`src/rtl/flb_pkg.sv`:
```
package flb_pkg;
  parameter int BEAT_W = 64;
  parameter int BEATS  = 4;
  localparam int HAM_W  = $clog2(BEAT_W) + 1;
  localparam int CHK_W  = HAM_W + 1;
  localparam int LINE_W = BEAT_W * BEATS;
  localparam int LCHK_W = CHK_W * BEATS;
  localparam int NPOS   = 2 ** HAM_W;

  typedef logic [BEAT_W-1:0] beat_t;
  typedef logic [CHK_W-1:0]  chk_t;
  typedef logic [HAM_W-1:0]  syn_t;

  typedef enum logic [1:0] {ST_IDLE, ST_ISSUE, ST_WAIT, ST_BURST} st_e;

  // XOR of the codeword positions of all set data bits (powers of two skipped)
  function automatic syn_t ham_fold(input beat_t d);
    syn_t acc = '0;
    int   k   = 0;
    for (int p = 1; p < NPOS; p++) begin
      if (((p & (p - 1)) != 0) && (k < BEAT_W)) begin
        if (d[k]) acc ^= syn_t'(p);
        k++;
      end
    end
    return acc;
  endfunction

  // full check byte: Hamming bits plus overall parity on top
  function automatic chk_t ecc_encode(input beat_t d);
    syn_t h;
    h = ham_fold(d);
    return {(^d) ^ (^h), h};
  endfunction

  // data-bit mask selected by a syndrome; zero if it names no data bit
  function automatic beat_t flip_mask(input syn_t s);
    beat_t m = '0;
    int    k = 0;
    for (int p = 1; p < NPOS; p++) begin
      if (((p & (p - 1)) != 0) && (k < BEAT_W)) begin
        if (syn_t'(p) == s) m[k] = 1'b1;
        k++;
      end
    end
    return m;
  endfunction
endpackage

```
`src/rtl/flb_secded_dec.sv`:
```
module flb_secded_dec
  import flb_pkg::*;
(
  input  beat_t din,
  input  chk_t  cin,
  output beat_t dout,
  output logic  corr,
  output logic  uncorr
);
  syn_t  syn;
  logic  par_odd;
  beat_t mask;
  logic  hit_data;
  logic  hit_chk;

  assign syn      = ham_fold(din) ^ cin[HAM_W-1:0];
  assign par_odd  = (^din) ^ (^cin);
  assign mask     = flip_mask(syn);
  assign hit_data = |mask;
  assign hit_chk  = par_odd && ((syn == '0) || $onehot(syn));

  assign corr   = par_odd && (hit_data || hit_chk);
  assign uncorr = (!par_odd && (syn != '0)) || (par_odd && !hit_data && !hit_chk);
  assign dout   = par_odd ? (din ^ mask) : din;

  // a word the decoder does not call corrected leaves untouched
  always_comb begin
    if (!corr) p_passthru_r10: assert (dout == din);
  end
endmodule

```
`src/rtl/flb_line_buf.sv`:
```
module flb_line_buf
  import flb_pkg::*;
#(
  parameter int NBEATS = BEATS,
  localparam int IDX_W = (NBEATS > 1) ? $clog2(NBEATS) : 1
) (
  input  logic                      clk,
  input  logic                      rst_n,
  input  logic                      cap,
  input  logic [BEAT_W*NBEATS-1:0]  line_in,
  input  logic [CHK_W*NBEATS-1:0]   chk_in,
  input  logic [IDX_W-1:0]          idx,
  output beat_t                     beat_o,
  output chk_t                      chk_o
);
  logic [BEAT_W*NBEATS-1:0] line_q;
  logic [CHK_W*NBEATS-1:0]  chk_q;
  beat_t                    words [NBEATS];
  chk_t                     bytes [NBEATS];

  always_ff @(posedge clk or negedge rst_n) begin
    if (!rst_n) begin
      line_q <= '0;
      chk_q  <= '0;
    end else if (cap) begin
      line_q <= line_in;
      chk_q  <= chk_in;
    end
  end

  for (genvar g = 0; g < NBEATS; g++) begin : g_split
    assign words[g] = line_q[g*BEAT_W +: BEAT_W];
    assign bytes[g] = chk_q[g*CHK_W +: CHK_W];
  end

  assign beat_o = words[idx];
  assign chk_o  = bytes[idx];
endmodule

```
`src/rtl/flb_ctrl.sv`:
```
module flb_ctrl
  import flb_pkg::*;
#(
  parameter int ADDR_W = 20,
  parameter int NBEATS = BEATS,
  localparam int IDX_W = (NBEATS > 1) ? $clog2(NBEATS) : 1
) (
  input  logic              clk,
  input  logic              rst_n,
  input  logic              req_valid,
  input  logic [ADDR_W-1:0] req_addr,
  output logic              req_ready,
  output logic              arr_rd,
  output logic [ADDR_W-1:0] arr_addr,
  input  logic              arr_rvalid,
  output logic              cap,
  output logic              beat_valid,
  output logic [IDX_W-1:0]  beat_idx,
  output logic              beat_last
);
  localparam logic [IDX_W-1:0] LAST_IDX = IDX_W'(NBEATS - 1);

  st_e               st_q, st_d;
  logic [IDX_W-1:0]  idx_q;
  logic [ADDR_W-1:0] addr_q;
  logic              accept;
  logic              burst_done;

  assign accept     = req_valid && (st_q == ST_IDLE);
  assign cap        = arr_rvalid && (st_q == ST_WAIT);
  assign burst_done = (st_q == ST_BURST) && (idx_q == LAST_IDX);

  always_comb begin
    st_d = st_q;
    unique case (st_q)
      ST_IDLE:  if (accept)     st_d = ST_ISSUE;
      ST_ISSUE:                 st_d = ST_WAIT;
      ST_WAIT:  if (cap)        st_d = ST_BURST;
      ST_BURST: if (burst_done) st_d = ST_IDLE;
      default:                  st_d = ST_IDLE;
    endcase
  end

  always_ff @(posedge clk or negedge rst_n) begin
    if (!rst_n) begin
      st_q   <= ST_IDLE;
      idx_q  <= '0;
      addr_q <= '0;
    end else begin
      st_q <= st_d;
      if (accept) addr_q <= req_addr;
      if (cap) idx_q <= '0;
      else if (st_q == ST_BURST) idx_q <= idx_q + 1'b1;
    end
  end

  assign req_ready  = (st_q == ST_IDLE);
  assign arr_rd     = (st_q == ST_ISSUE);
  assign arr_addr   = addr_q;
  assign beat_valid = (st_q == ST_BURST);
  assign beat_idx   = idx_q;
  assign beat_last  = beat_valid && (idx_q == LAST_IDX);

  p_ready_idle_r1: assert property (@(posedge clk) disable iff (!rst_n)
    req_ready |-> (!beat_valid && !arr_rd));
  p_rd_after_accept_r1: assert property (@(posedge clk) disable iff (!rst_n)
    (req_valid && req_ready) |=> (arr_rd && (arr_addr == $past(req_addr))));
  p_first_beat_r2: assert property (@(posedge clk) disable iff (!rst_n)
    cap |=> (beat_valid && (beat_idx == '0)));
  p_burst_gapless_r3: assert property (@(posedge clk) disable iff (!rst_n)
    (beat_valid && !beat_last) |=> beat_valid);
  p_beat_order_r4: assert property (@(posedge clk) disable iff (!rst_n)
    (beat_valid && !beat_last) |=> (beat_idx == IDX_W'($past(beat_idx) + 1'b1)));
  p_ready_after_last_r9: assert property (@(posedge clk) disable iff (!rst_n)
    beat_last |=> (req_ready && !beat_valid));
endmodule

```
`src/rtl/flb_burst_reader.sv`:
```
module flb_burst_reader
  import flb_pkg::*;
#(
  parameter int ADDR_W = 20
) (
  input  logic                clk,
  input  logic                rst_n,
  input  logic                req_valid,
  input  logic [ADDR_W-1:0]   req_addr,
  output logic                req_ready,
  output logic                arr_rd,
  output logic [ADDR_W-1:0]   arr_addr,
  input  logic                arr_rvalid,
  input  logic [LINE_W-1:0]   arr_data,
  input  logic [LCHK_W-1:0]   arr_chk,
  output logic                beat_valid,
  output logic [BEAT_W-1:0]   beat_data,
  output logic                beat_last,
  output logic                beat_corr,
  output logic                beat_uncorr
);
  localparam int IDX_W = (BEATS > 1) ? $clog2(BEATS) : 1;

  logic             cap;
  logic [IDX_W-1:0] beat_idx;
  beat_t            raw_beat;
  chk_t             raw_chk;
  logic             dec_corr;
  logic             dec_uncorr;

  flb_ctrl #(.ADDR_W(ADDR_W), .NBEATS(BEATS)) u_ctrl (
    .clk        (clk),
    .rst_n      (rst_n),
    .req_valid  (req_valid),
    .req_addr   (req_addr),
    .req_ready  (req_ready),
    .arr_rd     (arr_rd),
    .arr_addr   (arr_addr),
    .arr_rvalid (arr_rvalid),
    .cap        (cap),
    .beat_valid (beat_valid),
    .beat_idx   (beat_idx),
    .beat_last  (beat_last)
  );

  flb_line_buf #(.NBEATS(BEATS)) u_buf (
    .clk     (clk),
    .rst_n   (rst_n),
    .cap     (cap),
    .line_in (arr_data),
    .chk_in  (arr_chk),
    .idx     (beat_idx),
    .beat_o  (raw_beat),
    .chk_o   (raw_chk)
  );

  flb_secded_dec u_dec (
    .din    (raw_beat),
    .cin    (raw_chk),
    .dout   (beat_data),
    .corr   (dec_corr),
    .uncorr (dec_uncorr)
  );

  assign beat_corr   = beat_valid && dec_corr;
  assign beat_uncorr = beat_valid && dec_uncorr;

  p_flags_gated_r8: assert property (@(posedge clk) disable iff (!rst_n)
    !beat_valid |-> (!beat_corr && !beat_uncorr));
  p_flags_excl_r6: assert property (@(posedge clk) disable iff (!rst_n)
    !(beat_corr && beat_uncorr));
endmodule

```
`config.mk`:
```
export PLATFORM = sky130hd
export DESIGN_NAME = flb_burst_reader
export DESIGN_NICKNAME = d
export VERILOG_FILES = /design/src/rtl/flb_pkg.sv /design/src/rtl/flb_secded_dec.sv /design/src/rtl/flb_line_buf.sv /design/src/rtl/flb_ctrl.sv /design/src/rtl/flb_burst_reader.sv
export SDC_FILE = /design/constraint.sdc
export NUM_CORES = 1
export LEC_CHECK = 0
export BUFFER_PORTS_ARGS = -buffer_cell sky130_fd_sc_hd__buf_4
export CAP_MARGIN = 20
export CORE_MARGIN = 3
export CORE_UTILIZATION = 54
export CTS_CLUSTER_SIZE = 20
export DETAILED_ROUTE_END_ITERATION = 6
export GPL_ROUTABILITY_DRIVEN = 0
export GPL_TIMING_DRIVEN = 0
export PLACE_DENSITY = 0.87
export SYNTH_ARGS = -nofsm -noshare
export SYNTH_HDL_FRONTEND = slang
export SYNTH_SLANG_ARGS = --single-unit
```
`constraint.sdc`:
```
create_clock -name clk -period 7 [get_ports clk]
set_input_delay 0.7 -clock clk [delete_from_list [all_inputs] [get_ports clk]]
set_output_delay 0.7 -clock clk [all_outputs]
set_load 0.02 [all_outputs]
```
## After elaboration in Yosys (flattened, before gate mapping)

Index checks and enable logic that the tools add are counted.

- Bits in registers: 312
- Latch bits: 0
- Bits in writable memories: 0
- ROM bits: 0
- Bits of input ports: 312
- Logic and storage cells: 321
- Memories: 0

- $add $sub $neg: 7
- Multipliers: 0
- Div/mod/pow operators: 0
- Order comparisons: 1
- Equal/unequal tests: 72
- Shift operators: 0
- Mux-type cells: 145
- Bitwise logic cells: 67
- Reduce and logical (&&, ||, !) cells: 24

Operators by type and width:

| operator | number |
|---|---|
| 2-to-1 mux 64 bit | 4 |
| == test 6 x 7 -> 1 bit, first input constant | 31 |
| 2-to-1 mux 6 bit | 32 |
| binary-select mux 64 bit (select 2 bit) | 1 |
| == test 5 x 7 -> 1 bit, first input constant | 15 |
| 2-to-1 mux 5 bit | 16 |
| inverter 3 bit | 23 |
| inverter 4 bit | 16 |
| OR reduction 64 bit | 1 |
| XOR reduction 64 bit | 1 |
| bitwise XOR 64 bit | 1 |
| 2-to-1 mux 63 bit | 1 |
| 2-to-1 mux 62 bit | 1 |
| 2-to-1 mux 61 bit | 1 |
| 2-to-1 mux 60 bit | 1 |
| 2-to-1 mux 59 bit | 1 |
| 2-to-1 mux 58 bit | 1 |
| 2-to-1 mux 57 bit | 1 |
| 2-to-1 mux 56 bit | 1 |
| 2-to-1 mux 7 bit | 8 |
| 2-to-1 mux 55 bit | 1 |
| 2-to-1 mux 54 bit | 1 |
| 2-to-1 mux 53 bit | 1 |
| 2-to-1 mux 52 bit | 1 |
| 79 further kinds | 155 |

## Depth between registers and ports, before layout

- Word-level depth: 203
- Gate-level depth with buffers: 22

## Modules after synthesis

Synthesis repeated with hierarchy kept, for this count alone.

- Cell total of the unflattened synthesis: 1118
- Area, all modules: 16614.7 µm²

Modules (own cells, without submodules):

| module | instances | cells each | area each (µm²) | sequential area each (µm²) |
|---|---|---|---|---|
| flb_line_buf | 1 | 696 | 12585.8 | 7206.9 |
| flb_secded_dec | 1 | 350 | 2987.9 | 0.0 |
| flb_ctrl | 1 | 70 | 1028.5 | 600.6 |
| flb_burst_reader | 1 | 2 | 12.5 | 0.0 |

## Worst setup path before layout

No wires, ideal clock.

- Path type: reg-to-output
- From: reg u_ctrl.idx_q[0], in the netlist u_ctrl.beat_idx[0]
- To: out beat_uncorr
- Arrival time: 5595 ps
- Required time: 6300 ps
- Setup slack: 705 ps
- Cell stages (with the launch flop): 22
- Buffers on the path: 4
- Path through: dfrtp_1 > buf_6 > buf_12 > buf_6 > buf_6 > mux4_2 > xnor2_1 > xnor2_1 > xnor3_1 > xnor2_1 > xor2_1 > ha_1 > fa_1 > inv_1 > fa_1 > ha_1 > fa_1 > xor2_1 > nor3b_1 > a311oi_1 > o2111ai_1 > a21oi_1

- Word-level cells in the longest chain between the ends: 174

Ends and longest elaborated chain:

| item | RTL line | RTL |
|---|---|---|
| from (decl) | flb_ctrl.sv:24 | `logic [IDX_W-1:0] idx_q;` |
| from (signal assigned) | flb_ctrl.sv:53 | `else if (st_q == ST_BURST) idx_q <= idx_q + 1'b1;` |
| inverter 2 -> 3 bit (implied by the code) (*) | flb_line_buf.sv:36, flb_line_buf.sv:37 |  |
| binary-select mux 64 bit (select 2 bit) | flb_line_buf.sv:36 | `assign beat_o = words[idx];` |
| 2-to-1 mux 64 bit (implied by the code) (2 in a row) | flb_line_buf.sv:36 |  |
| 2-to-1 mux 2 bit | flb_pkg.sv:22 | `if (d[k]) acc ^= syn_t'(p);` |
| inverter 2 bit (no line) / 2-to-1 mux 3 bit (equally long branches) | - |  |
| 2-to-1 mux 3 bit / inverter 2 bit (equally long branches) | - |  |
| 2-to-1 mux 3 bit | flb_pkg.sv:22 |  |
| inverter 3 bit (no line) | - |  |
| [... 156 more ...] | - |  |
| 2-to-1 mux 62 bit | flb_pkg.sv:42 | `if (syn_t'(p) == s) m[k] = 1'b1;` |
| 2-to-1 mux 63 bit | flb_pkg.sv:42 |  |
| 2-to-1 mux 64 bit | flb_pkg.sv:42 |  |
| OR reduction 64 bit | flb_secded_dec.sv:19 | `assign hit_data = \|mask;` |
| logical NOT 1 bit | flb_secded_dec.sv:23 | `assign uncorr = (!par_odd && (syn != '0)) \|\| (par_odd && !hit_data && !hit_chk);` |
| logical AND 1 bit (2 in a row) | flb_secded_dec.sv:23 |  |
| logical OR 1 bit (*) | flb_secded_dec.sv:23 |  |
| logical AND 1 bit (*) | flb_burst_reader.sv:66 | `assign beat_uncorr = beat_valid && dec_uncorr;` |
| to (decl) | flb_burst_reader.sv:20 | `output logic beat_uncorr` |

Every way passes the cells marked *; elsewhere a longest branch is shown, timed or not. The select of a mux whose other input is x is not followed.

## Worst setup path after layout

- From: reg u_ctrl.idx_q[0], in the netlist u_ctrl.beat_idx[0]
- To: out beat_corr

- Word-level cells in the longest chain between the ends: 172

Ends and longest elaborated chain:

| item | RTL line | RTL |
|---|---|---|
| inverter 2 -> 3 bit (implied by the code) (*) | flb_line_buf.sv:36, flb_line_buf.sv:37 |  |
| binary-select mux 64 bit (select 2 bit) | flb_line_buf.sv:36 |  |
| 2-to-1 mux 64 bit (implied by the code) (2 in a row) | flb_line_buf.sv:36 |  |
| 2-to-1 mux 2 bit | flb_pkg.sv:22 |  |
| inverter 2 bit (no line) / 2-to-1 mux 3 bit (equally long branches) | - |  |
| 2-to-1 mux 3 bit / inverter 2 bit (equally long branches) | - |  |
| 2-to-1 mux 3 bit | flb_pkg.sv:22 |  |
| inverter 3 bit (no line) | - |  |
| [... 155 more ...] | - |  |
| 2-to-1 mux 61 bit | flb_pkg.sv:42 |  |
| 2-to-1 mux 62 bit | flb_pkg.sv:42 |  |
| 2-to-1 mux 63 bit | flb_pkg.sv:42 |  |
| 2-to-1 mux 64 bit | flb_pkg.sv:42 |  |
| OR reduction 64 bit | flb_secded_dec.sv:19 |  |
| logical OR 1 bit | flb_secded_dec.sv:22 | `assign corr = par_odd && (hit_data \|\| hit_chk);` |
| logical AND 1 bit (*) | flb_secded_dec.sv:22 |  |
| logical AND 1 bit (*) | flb_burst_reader.sv:65 | `assign beat_corr = beat_valid && dec_corr;` |
| to (decl) | flb_burst_reader.sv:19 | `output logic beat_corr,` |

Marked as above.

==> flow_summary.json <==
{
  "fmax_mhz": 145,
  "hold_violations": 0,
  "reg2regPathDepth": 6,
  "tritoncts": "yes",
  "ys.warnings.count": 0,
  "insertion_delay_ps": 520,
  "synth-async-reset-ratio_pct": 100,
  "cts.clk_slew.worst_paths_ps": 50,
  "setup_viol": 0,
  "area_growth_pct": 34.6,
  "clock-sinks": 312,
  "dieArea_mm2": 0.0321,
  "grt_pass1_wl_um": 75000,
  "core.rowCount": 62,
  "wl_per_cell_um": 26.5,
  "worstSetupStartpoint": "u_ctrl.beat_idx[0]",
  "wirelength_um": 53300,
  "grt_max_degree": 127,
  "ys_seq_elements": 312,
  "syn_nets": 1430,
  "maxCapViolations": 0,
  "hpwl_um": 38700,
  "num-nets-final": 1931,
  "cts_root_buffer": "clkbuf_16",
  "status": "finished clean",
  "fin_crit_ps": 6910,
  "grt_pass1_vias": 12544,
  "first_pass_iters": 7,
  "crit_required_ps": 6300,
  "cp.arrival_ps": 6210,
  "start_util_pct": 55.6,
  "crit_fanout": 6,
  "num_vias": 11770,
  "track_usage_pct": 32.0,
  "synth_cells": 1104,
  "die_x_um": 179,
  "fin_util_pct": 74.8,
  "endpoint": "beat_corr",
  "ys_types": 47,
  "synth_area_mm2": 0.0162,
  "synth-edff-count": 0,
  "slew-limit-headroom_pct": 41.1,
  "drt_iter0_drc": 1162,
  "ios": 402,
  "port_buffers": 401,
  "synthFlopType": "dfrtp_1",
  "r2r-end": "u_buf.line_q[9]",
  "die_h_um": 179,
  "critPathKind": "reg2out",
  "clockBufferDepth": 3,
  "layout-drive-gt1-share_pct": 58.9,
  "cp-start-kind": "flop",
  "ant_nets": 0,
  "cts_buffers": 34,
  "antenna_found_initial": 0,
  "r2r_slack_ps": 3900,
  "antenna_cells": 0,
  "drc": 0,
  "min_period_over_period_pct": 98.7,
  "hold_class": "in2async",
  "cts_hold_repair.buffers": 0,
  "worst_slew_pin_slew_ps": 884,
  "avgSynthCellArea_um2": 14.7,
  "fp.coreArea_mm2": 0.0292,
  "grt_setup_unrepaired": "yes",
  "synth_seq_area_share_pct": 48.2,
  "cts_max_level": 2,
  "drv_slew": 0,
  "via_per_inst": 5.86,
  "grt_overflow": 0,
  "skew_ps": 15.1,
  "end_kind": "output port",
  "r2r_start": "u_ctrl.st_q[0]"
}
-- area by class of cell --
type | instances | area, µm²
multi-input combinational | 713 | 8180
sequential | 312 | 7810
fill | 1853 | 7360
timing repair buffer | 465 | 3630
clock buffer | 49 | 1020
buffer | 61 | 503
tap | 384 | 480
clock inverter | 8 | 121
inverter | 18 | 67.6
-- cells in the mapped netlist, types with 7 or more instances --
library cell | count | area (µm²)
clkbuf_1 | 37 | 139
inv_1 | 16 | 60.1
nor2_1 | 38 | 143
xor2_1 | 45 | 394
nand2_1 | 29 | 109
xnor3_1 | 20 | 450
xnor2_1 | 113 | 990
dfrtp_1 | 312 | 7810
buf_6 | 7 | 78.8
ha_1 | 11 | 138
buf_2 | 9 | 45.0
mux2_2 | 308 | 3470
mux4_2 | 68 | 1530
nand3_1 | 25 | 125
-- how the worst min path moves through the flow --
stage	from	end	slack, ps	cells past startpoint
3_3_place_gp	u_buf.line_q[164]	u_buf.line_q[164]	480	1
3_5_place_dp	u_buf.line_q[100]	u_buf.line_q[100]	490	1
5_1_grt	rst_n	u_buf.line_q[137]	170	1
6_report	rst_n	u_buf.chk_q[26]	140	1
4_1_cts	rst_n	u_buf.chk_q[2]	150	1
2_1_floorplan	rst_n	u_buf.chk_q[0]	400	0
-- layout by cell type, fill, tap and decap left out, drive strengths merged --
cell | netlist | routed
a21o | 1 | 1
a21oi | 5 | 5
a222oi | 1 | 1
a311oi | 1 | 1
and2 | 3 | 3
and3 | 2 | 2
buf | 24 | 486
bufbuf | 0 | 1
bufinv | 0 | 3
clkbuf | 37 | 88
clkinv | 0 | 3
clkinvlp | 0 | 1
dfrtp | 312 | 312
fa | 3 | 3
ha | 11 | 11
inv | 18 | 19
mux2 | 308 | 308
mux2i | 2 | 2
mux4 | 72 | 72
nand2 | 30 | 30
nand2b | 1 | 1
nand3 | 26 | 26
nand4 | 1 | 1
nor2 | 40 | 40
nor3 | 2 | 2
nor3b | 2 | 2
o2111ai | 1 | 1
o21ai | 7 | 7
o21bai | 1 | 1
o311a | 2 | 2
o41ai | 1 | 1
or2 | 1 | 1
xnor2 | 117 | 117
xnor3 | 23 | 23
xor2 | 46 | 46
xor3 | 3 | 3
-- flip-flops by register name, indices dropped and copies added (netlist names) --
name             flops
u_ctrl.arr_addr     20
u_buf.line_q       256
u_ctrl.beat_idx      2
u_buf.chk_q         32
u_ctrl.st_q          2
-- per-stage QoR --
stage | instance area, µm² | worst slack, ps | hold slack [ps] | TNS [ps] | std cells
after CTS | 21300 | 2.48 | 148 | 0 | 1968
after floorplan | 16200 | 705 | 404 | 0 | 1104
after global placement | 19700 | -363 | 479 | -707 | 1889
final | 21800 | 87.8 | 135 | 0 | 2010
after detailed placement | 19800 | -452 | 487 | -887 | 1891
after global routing | 21800 | -153 | 169 | -289 | 2010
-- critical path: stages (launching register included) --
cell       delay [ps]
dfrtp_1           400
buf_12            170
buf_16            150
buf_4             120
mux4_2            530
xnor3_2           440
xnor2_2           170
xnor3_1           460
xnor2_2           270
xor2_2            220
ha_1              280
fa_1              510
inv_1              50
fa_1              440
ha_2              200
fa_2              520
nor3b_1            50
a311oi_1          200
o2111ai_1         160
and3_1            210
buf_6             140
-- what timing repair did --
item	4_1_cts	5_1_grt
setup endpoints to repair	2	2
gates cloned	1	2
endpoints found under the hold margin	0	0
resized for setup	49	23
pin swaps	7	24
setup buffers	19	40
-- metal layers --
| metal | share of wire, % | track usage (%) | vias to the layer above |
|---|---|---|---|
| li1 | - | - | 4928 |
| met1 | 37 | 39.6 | 6026 |
| met2 | 48 | 52.5 | 659 |
| met3 | 10 | 9.00 | 157 |
| met4 | 5.0 | 14.5 | 0 |
| met5 | 0 | 0 | - |
-- kinds of logic after synthesis --
| kind of cell | after synthesis | synth area share, % |
|---|---|---|
| mux | 382 | 31.6 |
| flops | 312 | 48.2 |
| xor+xnor | 189 | 12.7 |
| simple gates | 108 | 3.05 |
| buf+inv | 79 | 2.42 |
| compound gates | 20 | 0.811 |
| fa+ha+maj | 14 | 1.22 |
Power is left out: the tool's default activity adds up to more than one toggle a clock period on the data nets, which glitch-free logic cannot reach.
